### config.mk
export PLATFORM = sky130hd
export DESIGN_NAME = i2c_timing_monitor
export DESIGN_NICKNAME = d
export VERILOG_FILES = /design/src/rtl/i2c_tmon_pkg.sv /design/src/rtl/i2c_tmon_filter.sv /design/src/rtl/i2c_tmon_cond.sv /design/src/rtl/i2c_tmon_check.sv /design/src/rtl/i2c_timing_monitor.sv
export SDC_FILE = /design/constraint.sdc
export NUM_CORES = 1
export LEC_CHECK = 0
export CAP_MARGIN = 30
export CORE_UTILIZATION = 45
export CTS_CLUSTER_SIZE = 14
export DETAILED_ROUTE_END_ITERATION = 7
export DONT_BUFFER_PORTS = 1
export HOLD_SLACK_MARGIN = 0.02
export PLACE_DENSITY_LB_ADDON = 0.1
export SYNTH_ARGS = -nofsm -noshare
export SYNTH_HDL_FRONTEND = slang
export SYNTH_SLANG_ARGS = --single-unit
### constraint.sdc
create_clock -name clk_i -period 2.22 [get_ports clk_i]
set_input_delay 0.444 -clock clk_i [delete_from_list [all_inputs] [get_ports clk_i]]
set_output_delay 0.444 -clock clk_i [all_outputs]
set_load 0.1 [all_outputs]
### src/rtl/i2c_tmon_pkg.sv
package i2c_tmon_pkg;
  localparam int unsigned NUM_RULES = 7;

  typedef enum logic [2:0] {
    RULE_SCL_LOW  = 3'd0,
    RULE_SCL_HIGH = 3'd1,
    RULE_BUS_FREE = 3'd2,
    RULE_STA_SU   = 3'd3,
    RULE_STA_HD   = 3'd4,
    RULE_DAT_SU   = 3'd5,
    RULE_STO_SU   = 3'd6
  } rule_e;

  function automatic int unsigned ns_to_cyc(int unsigned ns, int unsigned period_ps);
    return (ns * 1000 + period_ps - 1) / period_ps;
  endfunction

  function automatic int unsigned max2(int unsigned a, int unsigned b);
    return (a > b) ? a : b;
  endfunction
endpackage

### src/rtl/i2c_tmon_filter.sv
module i2c_tmon_filter #(
  parameter int unsigned SYNC_STAGES = 2,
  parameter int unsigned FILT_CYC    = 3
) (
  input  logic clk_i,
  input  logic rst_ni,
  input  logic line_i,
  output logic line_o
);
  localparam int unsigned CW = $clog2(FILT_CYC + 1);
  localparam logic [CW-1:0] LAST = CW'(FILT_CYC - 1);

  logic [SYNC_STAGES-1:0] sync_q;
  logic [CW-1:0]          cnt_q;
  logic                   out_q;
  logic                   raw;

  assign raw    = sync_q[SYNC_STAGES-1];
  assign line_o = out_q;

  always_ff @(posedge clk_i or negedge rst_ni) begin
    if (!rst_ni) sync_q <= '1;
    else         sync_q <= {sync_q[SYNC_STAGES-2:0], line_i};
  end

  // adopt a new level only after FILT_CYC consecutive agreeing samples
  always_ff @(posedge clk_i or negedge rst_ni) begin
    if (!rst_ni) begin
      out_q <= 1'b1;
      cnt_q <= '0;
    end else if (raw == out_q) begin
      cnt_q <= '0;
    end else if (cnt_q == LAST) begin
      out_q <= raw;
      cnt_q <= '0;
    end else begin
      cnt_q <= cnt_q + 1'b1;
    end
  end

  AST_FILT_FOLLOWS_RAW: assert property (@(posedge clk_i) disable iff (!rst_ni)
    (line_o != $past(line_o)) |-> ($past(raw) == line_o));
endmodule

### src/rtl/i2c_tmon_cond.sv
module i2c_tmon_cond (
  input  logic clk_i,
  input  logic rst_ni,
  input  logic scl_i,
  input  logic sda_i,
  output logic scl_rise_o,
  output logic scl_fall_o,
  output logic sda_edge_o,
  output logic start_o,
  output logic stop_o
);
  logic scl_q, sda_q;

  always_ff @(posedge clk_i or negedge rst_ni) begin
    if (!rst_ni) begin
      scl_q <= 1'b1;
      sda_q <= 1'b1;
    end else begin
      scl_q <= scl_i;
      sda_q <= sda_i;
    end
  end

  assign scl_rise_o = scl_i & ~scl_q;
  assign scl_fall_o = ~scl_i & scl_q;
  assign sda_edge_o = sda_i ^ sda_q;
  // SCL must be high on both sides of the SDA edge
  assign start_o    = ~sda_i & sda_q & scl_i & scl_q;
  assign stop_o     = sda_i & ~sda_q & scl_i & scl_q;
endmodule

### src/rtl/i2c_tmon_check.sv
module i2c_tmon_check
  import i2c_tmon_pkg::*;
#(
  parameter int unsigned LOW_CYC    = 65,
  parameter int unsigned HIGH_CYC   = 30,
  parameter int unsigned BUF_CYC    = 65,
  parameter int unsigned STA_SU_CYC = 30,
  parameter int unsigned STA_HD_CYC = 30,
  parameter int unsigned DAT_SU_CYC = 5,
  parameter int unsigned STO_SU_CYC = 30
) (
  input  logic                 clk_i,
  input  logic                 rst_ni,
  input  logic                 scl_rise_i,
  input  logic                 scl_fall_i,
  input  logic                 sda_edge_i,
  input  logic                 start_i,
  input  logic                 stop_i,
  input  logic                 clr_i,
  output logic [NUM_RULES-1:0] viol_o,
  output logic                 evt_o,
  output logic [2:0]           evt_code_o
);
  localparam int unsigned TMAX = max2(max2(max2(LOW_CYC, HIGH_CYC), max2(BUF_CYC, STA_SU_CYC)),
                                      max2(max2(STA_HD_CYC, DAT_SU_CYC), STO_SU_CYC));
  localparam int unsigned CNT_W = $clog2(TMAX + 1) + 1;
  localparam int unsigned NCNT  = 3;
  localparam logic [CNT_W-1:0] SAT = '1;

  localparam logic [CNT_W-1:0] L_LOW    = CNT_W'(LOW_CYC);
  localparam logic [CNT_W-1:0] L_HIGH   = CNT_W'(HIGH_CYC);
  localparam logic [CNT_W-1:0] L_BUF    = CNT_W'(BUF_CYC);
  localparam logic [CNT_W-1:0] L_STA_SU = CNT_W'(STA_SU_CYC);
  localparam logic [CNT_W-1:0] L_STA_HD = CNT_W'(STA_HD_CYC);
  localparam logic [CNT_W-1:0] L_DAT_SU = CNT_W'(DAT_SU_CYC);
  localparam logic [CNT_W-1:0] L_STO_SU = CNT_W'(STO_SU_CYC);

  // counter 0: since SCL edge, 1: since SDA edge, 2: since STOP
  logic [NCNT-1:0]  restart;
  logic [CNT_W-1:0] cnt [NCNT];

  assign restart = {stop_i, sda_edge_i, scl_rise_i | scl_fall_i};

  for (genvar g = 0; g < NCNT; g++) begin : g_cnt
    logic [CNT_W-1:0] q;
    always_ff @(posedge clk_i or negedge rst_ni) begin
      if (!rst_ni)         q <= SAT;
      else if (restart[g]) q <= CNT_W'(1);
      else if (q != SAT)   q <= q + 1'b1;
    end
    assign cnt[g] = q;

    AST_CNT_NO_WRAP: assert property (@(posedge clk_i) disable iff (!rst_ni)
      q != '0);
  end

  logic hold_arm_q;
  always_ff @(posedge clk_i or negedge rst_ni) begin
    if (!rst_ni)                  hold_arm_q <= 1'b0;
    else if (start_i)             hold_arm_q <= 1'b1;
    else if (scl_fall_i | stop_i) hold_arm_q <= 1'b0;
  end

  logic [NUM_RULES-1:0] hit;
  always_comb begin
    hit                = '0;
    hit[RULE_SCL_LOW]  = scl_rise_i & (cnt[0] < L_LOW);
    hit[RULE_SCL_HIGH] = scl_fall_i & (cnt[0] < L_HIGH);
    hit[RULE_BUS_FREE] = start_i & (cnt[2] < L_BUF);
    hit[RULE_STA_SU]   = start_i & (cnt[0] < L_STA_SU);
    hit[RULE_STA_HD]   = scl_fall_i & hold_arm_q & (cnt[1] < L_STA_HD);
    hit[RULE_DAT_SU]   = scl_rise_i & (cnt[1] < L_DAT_SU);
    hit[RULE_STO_SU]   = stop_i & (cnt[0] < L_STO_SU);
  end

  logic [2:0] first_code;
  always_comb begin
    first_code = '0;
    for (int i = NUM_RULES - 1; i >= 0; i--) begin
      if (hit[i]) first_code = 3'(i);
    end
  end

  logic [NUM_RULES-1:0] viol_q;
  logic                 evt_q;
  logic [2:0]           code_q;

  always_ff @(posedge clk_i or negedge rst_ni) begin
    if (!rst_ni) begin
      viol_q <= '0;
      evt_q  <= 1'b0;
      code_q <= '0;
    end else begin
      viol_q <= clr_i ? hit : (viol_q | hit);
      evt_q  <= |hit;
      code_q <= first_code;
    end
  end

  assign viol_o     = viol_q;
  assign evt_o      = evt_q;
  assign evt_code_o = code_q;

  AST_VIOL_STICKY: assert property (@(posedge clk_i) disable iff (!rst_ni)
    !$past(clr_i) |-> ((viol_o & $past(viol_o)) == $past(viol_o)));
  AST_EVT_MARKED: assert property (@(posedge clk_i) disable iff (!rst_ni)
    evt_o |-> viol_o[evt_code_o]);
  AST_HOLD_AFTER_START: assert property (@(posedge clk_i) disable iff (!rst_ni)
    start_i |=> hold_arm_q);
endmodule

### src/rtl/i2c_timing_monitor.sv
module i2c_timing_monitor
  import i2c_tmon_pkg::*;
#(
  parameter int unsigned CLK_PERIOD_PS = 20000,
  parameter int unsigned SYNC_STAGES   = 2,
  parameter int unsigned SPIKE_NS      = 50,
  parameter int unsigned LOW_NS        = 1300,
  parameter int unsigned HIGH_NS       = 600,
  parameter int unsigned BUF_NS        = 1300,
  parameter int unsigned STA_SU_NS     = 600,
  parameter int unsigned STA_HD_NS     = 600,
  parameter int unsigned DAT_SU_NS     = 100,
  parameter int unsigned STO_SU_NS     = 600
) (
  input  logic                 clk_i,
  input  logic                 rst_ni,
  input  logic                 scl_i,
  input  logic                 sda_i,
  input  logic                 clr_i,
  output logic                 scl_o,
  output logic                 sda_o,
  output logic                 start_o,
  output logic                 stop_o,
  output logic [NUM_RULES-1:0] viol_o,
  output logic                 evt_o,
  output logic [2:0]           evt_code_o
);
  localparam int unsigned FILT_CYC = (SPIKE_NS * 1000) / CLK_PERIOD_PS + 1;

  logic [1:0] raw_lines, filt_lines;
  assign raw_lines = {sda_i, scl_i};

  for (genvar l = 0; l < 2; l++) begin : g_line
    i2c_tmon_filter #(
      .SYNC_STAGES(SYNC_STAGES),
      .FILT_CYC   (FILT_CYC)
    ) u_filt (
      .clk_i (clk_i),
      .rst_ni(rst_ni),
      .line_i(raw_lines[l]),
      .line_o(filt_lines[l])
    );
  end

  assign scl_o = filt_lines[0];
  assign sda_o = filt_lines[1];

  logic scl_rise, scl_fall, sda_edge;

  i2c_tmon_cond u_cond (
    .clk_i     (clk_i),
    .rst_ni    (rst_ni),
    .scl_i     (scl_o),
    .sda_i     (sda_o),
    .scl_rise_o(scl_rise),
    .scl_fall_o(scl_fall),
    .sda_edge_o(sda_edge),
    .start_o   (start_o),
    .stop_o    (stop_o)
  );

  i2c_tmon_check #(
    .LOW_CYC   (ns_to_cyc(LOW_NS, CLK_PERIOD_PS)),
    .HIGH_CYC  (ns_to_cyc(HIGH_NS, CLK_PERIOD_PS)),
    .BUF_CYC   (ns_to_cyc(BUF_NS, CLK_PERIOD_PS)),
    .STA_SU_CYC(ns_to_cyc(STA_SU_NS, CLK_PERIOD_PS)),
    .STA_HD_CYC(ns_to_cyc(STA_HD_NS, CLK_PERIOD_PS)),
    .DAT_SU_CYC(ns_to_cyc(DAT_SU_NS, CLK_PERIOD_PS)),
    .STO_SU_CYC(ns_to_cyc(STO_SU_NS, CLK_PERIOD_PS))
  ) u_check (
    .clk_i     (clk_i),
    .rst_ni    (rst_ni),
    .scl_rise_i(scl_rise),
    .scl_fall_i(scl_fall),
    .sda_edge_i(sda_edge),
    .start_i   (start_o),
    .stop_i    (stop_o),
    .clr_i     (clr_i),
    .viol_o    (viol_o),
    .evt_o     (evt_o),
    .evt_code_o(evt_code_o)
  );

  AST_START_LEVELS: assert property (@(posedge clk_i) disable iff (!rst_ni)
    start_o |-> (scl_o && !sda_o));
  AST_STOP_LEVELS: assert property (@(posedge clk_i) disable iff (!rst_ni)
    stop_o |-> (scl_o && sda_o));
  AST_START_STROBE: assert property (@(posedge clk_i) disable iff (!rst_ni)
    start_o |=> !start_o);
  AST_STOP_STROBE: assert property (@(posedge clk_i) disable iff (!rst_ni)
    stop_o |=> !stop_o);
endmodule

==> impl_metrics.yaml, run 1 <==
critical_path:
  cpMaxStageDelayCell: "dfstp_4"
  setup.worst_path.class: "reg -> out"
  crit_start: "g_line[1].u_filt.line_o"
  rr_startpoint: "u_cond.sda_q"
  crit_chain: "inv_1 -> ha_1 -> nand3_2 -> clkinvlp_4 -> buf_4"
  path_max_fanout: 4
  endpoint_kind: "primary output"
  regToRegEndpoint: "u_check.g_cnt[2].q[3]"
  worst-endpoint-arrival_ns: 1.65
  start_kind: "flop"
  r2r_slack_ns: 0.30
  reg2reg_depth: 8
  max_stage_delay_ns: 0.63
  cp.required_ns: 1.78
timing:
  fin_skew_ns: 0.00715
  fin_crit_sh_pct: 94.1
  maxSlewViolCount: 0
  finalSetupViolations: 0
  fmax_mhz: 478
  tightest_slew_ns: 0.518
  hold_violations: 0
  rsz0062_at_grt: "no"
  min_period_ns: 2.09
  setup_ws_ns: 0.130
  max_slew_margin_pct: 65.1
  setup-tns-final_ns: 0
layout:
  seqCellArea_sq_um: 1240
  drive_gt1_share_pct: 28.3
  mostFrequentLayoutCell: "dfstp_2"
  utilization_pct: 56.3
  layout.cells.most_common_list: "dfstp_2 (31), inv_1 (21), buf_4 (19)"
  syn2layout_area_growth_pct: 17.0
  fin_area_sq_um: 2750
  fillCellCount: 463
  num_antenna_cells: 0
  nets: 265
  multiInputGateArea_sq_um: 1030
  fin_cells: 318
drt:
  first_pass_iters: 4
  wl_met1_mm: 2.07
  num_vias: 1792
  drtAntennaViolNets: 0
  drc: 0
  route.met2.wl_mm: 2.18
  wl_mm: 4.61
  viasPerCell: 5.64
  wire_per_inst_um: 14.5
  route.met3.wl_um: 289
  top_layer: "met4"
  drt_iter0_drc: 193
clock_network:
  clk_pin_slew_ns: 0.08
  cts_buffers: 5
  numClockSinks: 48
  cts_tree: "built"
  clk_path_buf_depth: 2
  clk_latency_ns: 0.30
  root_buffer: "clkbuf_8"
  cts-htree-levels: 2
logic_synthesis:
  synth_top_area_share_pct: 35.8
  synth_edf_count: 0
  synth_area_leaders: "dfstp_2 (36%), dfrtp_1 (17%), ha_1 (5.3%), inv_1 (3.7%), nand2_1 (2.7%)"
  yosysUniqueCellTypes: 49
  postSynthNetCount: 237
  synthCells: 222
  ys_ff_latch: 48
  synthFlopType: "dfstp_2"
  yosys_warnings: 0
  syn_area_per_cell_sq_um: 10.6
  synth_top_cell_by_area: "dfstp_2"
  synth_seq_area_share_pct: 52.8
  synth_async_sr_flop_share_pct: 100
  synth_area_sq_um: 2350
floorplan:
  core_area_sq_um: 4880
  dieArea_sq_um: 5510
  start_util_pct: 48.2
  die_h_um: 74.3
  rows: 25
  die_w_um: 74.3
  io_pins: 20
min_path:
  holdCritPathClass: "in -> reg"
  min_delay_path_depth: 0
  min_from: "scl_i"
  min_to: "g_line[0].u_filt.sync_q[0]"
global_routing:
  grt_max_degree: 49
  grt_pass1_wl_mm: 7.74
  grt.overflow.total: 0
  grt_pass1_vias: 1712
  grtUsageTotal_pct: 18.5
  antenna_found_initial: 0
placement:
  dp_slack_ns: 0.119
  dp_hpwl_mm: 3.33
  postPlaceCellArea_sq_um: 2560
  place.gp.congestion: 0.794
  port_buffers: 0
  place_inst: 304
power_and_ir_drop:
  peakVddDrop_mv: 0.711
  p_leak_nw: 1.20
  p_per_area_nw_per_um2: 1420
run:
  max-cap-violations: 0
run_status:
  outcome: "finished, final reports clean"
area by class of cell:
type                    count  area share [%]
well taps                  67            3.05
clock buffers               6            2.64
multi-input cells         150            37.5
inverters                  23            3.28
repair buffers             22            6.96
clock inverters             2            1.27
flip-flops and latches     48            45.3
cell usage after synthesis (all sizes together), types with 5 or more instances:
cell   count
a21oi      9
dfrtp     16
dfstp     32
ha        10
inv       23
nand2     17
nand3      8
nor2      13
nor3      11
nor4       5
o21ai     12
xnor2      5
worst max-delay path: cells and delay by family, from the launching register on:
kind          cells  cell delay (ns)
fa+ha+maj         1             0.20
buf+inv           3             0.39
flops             1             0.63
simple gates      1             0.14
power by group:
| group | switching [W] | internal (W) | leakage, nW |
|---|---|---|---|
| sequential | 0.000242 | 0.00128 | 0.545 |
| combinational | 0.00124 | 0.000529 | 0.602 |
| clock | 0.000276 | 0.000334 | 0.0552 |
| total | 0.00176 | 0.00215 | 1.20 |
logic make-up (layout without fill, tap and decap cells):
kind of cell	after synthesis	after routing	share of synthesized area [%]
buffers and inverters	24	53	3.89
AO/OA/AOI/OAI	52	52	15.2
adder cells (fa/ha/maj)	10	10	5.32
AND/OR/NAND/NOR	78	78	18.8
flip-flops	48	48	52.8
XOR/XNOR	6	6	2.24
multiplexers	4	4	1.70
how the worst max path moves through the flow:
stage | endpoint | slack (ns) | cells past startpoint
final | start_o | 0.13 | 5
after global routing | start_o | 0.07 | 5
after CTS | stop_o | 0.008 | 4
after detailed placement | u_check.g_cnt[2].q[3] | 0.12 | 8
after global placement | stop_o | 0.26 | 4
after floorplan | u_check.evt_code_o[2] | 0.03 | 6
sequential cells by signal (all words and copies together) (netlist names), 2 cells and up:
signal and count:
u_check.viol_o 7, u_check.evt_code_o 3, g_line.u_filt.sync_q 4, g_line.u_filt.cnt_q 4, g_line.u_filt.line_o 2, u_check.g_cnt.q 24
repair_timing:
action	in CTS	in global routing
pin swaps	0	0
buffers inserted	0	4
resized for setup	3	1
endpoints found under the setup margin	2	1
hold endpoints to repair	48	0
hold buffers	2	0
routing by layer:
metal	global-route usage (%)	up-vias
met4	7.13	0
met1	24.1	874
met5	0	-
met2	29.8	52
li1	-	859
met3	4.61	7
metrics by stage:
| step | total power (W) | hold WS (ns) |
|---|---|---|
| after floorplan | 0.00285 | 0.148 |
| after global placement | 0.00319 | 0.150 |
| after detailed placement | 0.00326 | 0.150 |
| after CTS | 0.00391 | 0.126 |
| after global routing | 0.00417 | 0.120 |
| final | 0.00391 | 0.142 |
(Power assumes the default switching activity.)
==> run 2, diff against run 1 <==
ABC_AREA = 1   (was not set)
==> impl_metrics.yaml, run 2 <==
timing:
  fmax_mhz: 480
  tightest_slew_ns: 0.309
  hold_violations: 0
  min_period_ns: 2.08
  fin_skew_ns: 0.00691
  maxSlewViolCount: 0
  max_slew_margin_pct: 79.4
  setup-tns-final_ns: 0
  holdWs_ns: 0.138
  finalSetupViolations: 0
  fin_crit_sh_pct: 93.9
  rsz0062_at_grt: "no"
logic_synthesis:
  postSynthNetCount: 277
  yosys_warnings: 0
  synth_top_area_share_pct: 36.1
  synth_area_sq_um: 2330
  ys_ff_latch: 48
  synth_most_common_cell: "inv_1"
  synth_common_cells: "inv_1 (45), nand2_1 (43), dfstp_2 (32)"
  syn_area_per_cell_sq_um: 8.88
  synth_area_leaders: "dfstp_2 (36%), dfrtp_1 (17%), inv_1 (7.3%), nand2_1 (6.9%), ha_1 (5.4%)"
  yosysUniqueCellTypes: 29
  synth_top_cell_by_area: "dfstp_2"
  synth_async_sr_flop_share_pct: 100
  synthFlopType: "dfstp_2"
  synth_seq_area_share_pct: 53.3
  synthCells: 262
  synth_edf_count: 0
drt:
  wl_mm: 4.21
  route.met3.wl_um: 202
  drt_iter0_drc: 62
  route.met2.wl_mm: 1.82
  drc: 0
  first_pass_iters: 6
  top_layer: "met4"
  wire_per_inst_um: 11.9
  viasPerCell: 4.84
  wl_met1_mm: 2.16
  drtAntennaViolNets: 0
  num_vias: 1710
critical_path:
  crit_chain: "ha_1 -> nand3_2 -> inv_2 -> buf_4"
  cpMaxStageDelayCell: "dfstp_4"
  start_kind: "flop"
  path_max_fanout: 7
  critical_path_depth: 4
  setup.worst_path.class: "reg -> out"
  reg2reg_depth: 5
  crit_buf_inv: 2
  critical-path-top-delay-family: "flip-flops"
  worst-endpoint-arrival_ns: 1.64
  cp.required_ns: 1.78
  endpoint_kind: "primary output"
  max_stage_delay_ns: 0.63
run:
  max-cap-violations: 0
min_path:
  holdCritPathClass: "in -> reg"
  min_delay_path_depth: 0
layout:
  syn2layout_area_growth_pct: 15.4
  nets: 300
  fin_area_sq_um: 2690
  drive_gt1_share_pct: 23.8
  mostFrequentLayoutCell: "inv_1"
  utilization_pct: 55.4
  largest_reg_flops: 24
  regMostFlops: "u_check.g_cnt.q"
  layout.cells.most_common_list: "inv_1 (44), nand2_1 (43), dfstp_2 (31)"
  num_antenna_cells: 0
clock_network:
  clk_latency_ns: 0.29
  clk_pin_slew_ns: 0.09
  cts_buffers: 5
  root_buffer: "clkbuf_8"
  cts_tree: "built"
  postCtsSetupBuffers: 0
  cts-htree-levels: 2
  numClockSinks: 48
  post_cts_resized: 0
  clk_path_buf_depth: 2
floorplan:
  die_h_um: 73.9
  die_w_um: 73.9
  io_pins: 20
  rows: 25
  dieArea_sq_um: 5460
  start_util_pct: 48.0
  core_area_sq_um: 4850
placement:
  port_buffers: 0
  postPlaceCellArea_sq_um: 2550
  place.gp.congestion: 0.819
  dp_hpwl_mm: 3.07
global_routing:
  grt_pass1_vias: 1589
  grt.overflow.total: 0
  grt_max_degree: 49
  antenna_found_initial: 0
  grt_pass1_wl_mm: 7.14
  grtUsageTotal_pct: 17.6
power_and_ir_drop:
  p_leak_nw: 1.24
  totalPowerFinal_w: 0.00407
  p_per_area_nw_per_um2: 1520
  peakVddDrop_mv: 0.866
run_status:
  outcome: "finished, final reports clean"
## run 2: routing by layer
metal / track usage, % / vias up
li1: - / 891
met1: 24.7 / 784
met2: 26.2 / 33
met3: 5.08 / 2
met4: 5.77 / 0
met5: 0 / -
## run 2: where the power goes
| part | switching [W] | internal, W | leakage (nW) |
|---|---|---|---|
| logic | 0.00153 | 0.000537 | 0.657 |
| clock network | 0.000287 | 0.000252 | 0.0434 |
| registers | 0.000202 | 0.00126 | 0.539 |
## run 2: logic make-up after synthesis
kind of cell	synth area share (%)
flops	53.3
simple gates	21.2
buf+inv	7.58
fa+ha+maj	5.38
xor+xnor	1.88
compound gates	10.6
## run 2: per-stage QoR
stage | std cells | setup slack, ns
6_report | 353 | 0.136
3_3_place_gp | 343 | 0.474
3_5_place_dp | 343 | 0.448
2_1_floorplan | 262 | 0.0380
4_1_cts | 353 | 0.112
5_1_grt | 353 | 0.0484
## run 2: area by class of cell
cell class | instances | area (sq um)
well taps | 67 | 83.8
inverters | 46 | 176
fillers | 449 | 2160
multi-input cells | 167 | 920
flip-flops and latches | 48 | 1240
clock inverters | 2 | 15.0
clock buffers | 6 | 82.6
repair buffers | 17 | 163
## run 2: worst paths after layout
path	startpoint	endpoint	slack, ns
hold reg to reg	g_line[0].u_filt.sync_q[0]	g_line[0].u_filt.sync_q[1]	0.36
hold / removal	sda_i	g_line[1].u_filt.sync_q[0]	0.14
min in group asynchronous	rst_ni	g_line[1].u_filt.cnt_q[0]	0.65
max in group asynchronous	rst_ni	u_check.g_cnt[0].q[7]	1.30
setup / recovery	g_line[1].u_filt.line_o	stop_o	0.14
setup reg to reg	g_line[0].u_filt.line_o	u_check.g_cnt[0].q[0]	0.57
## run 2: worst reg2reg max path: stages (launching register included)
cell and delay, ns:
dfstp_2 0.60, inv_1 0.08, ha_1 0.36, inv_1 0.13, or2_4 0.28, o21ai_1 0.13
## run 2: timing repair
item	4_1_cts	5_1_grt
setup endpoints to repair	0	0
endpoints found under the hold margin	48	0
hold buffers	2	0
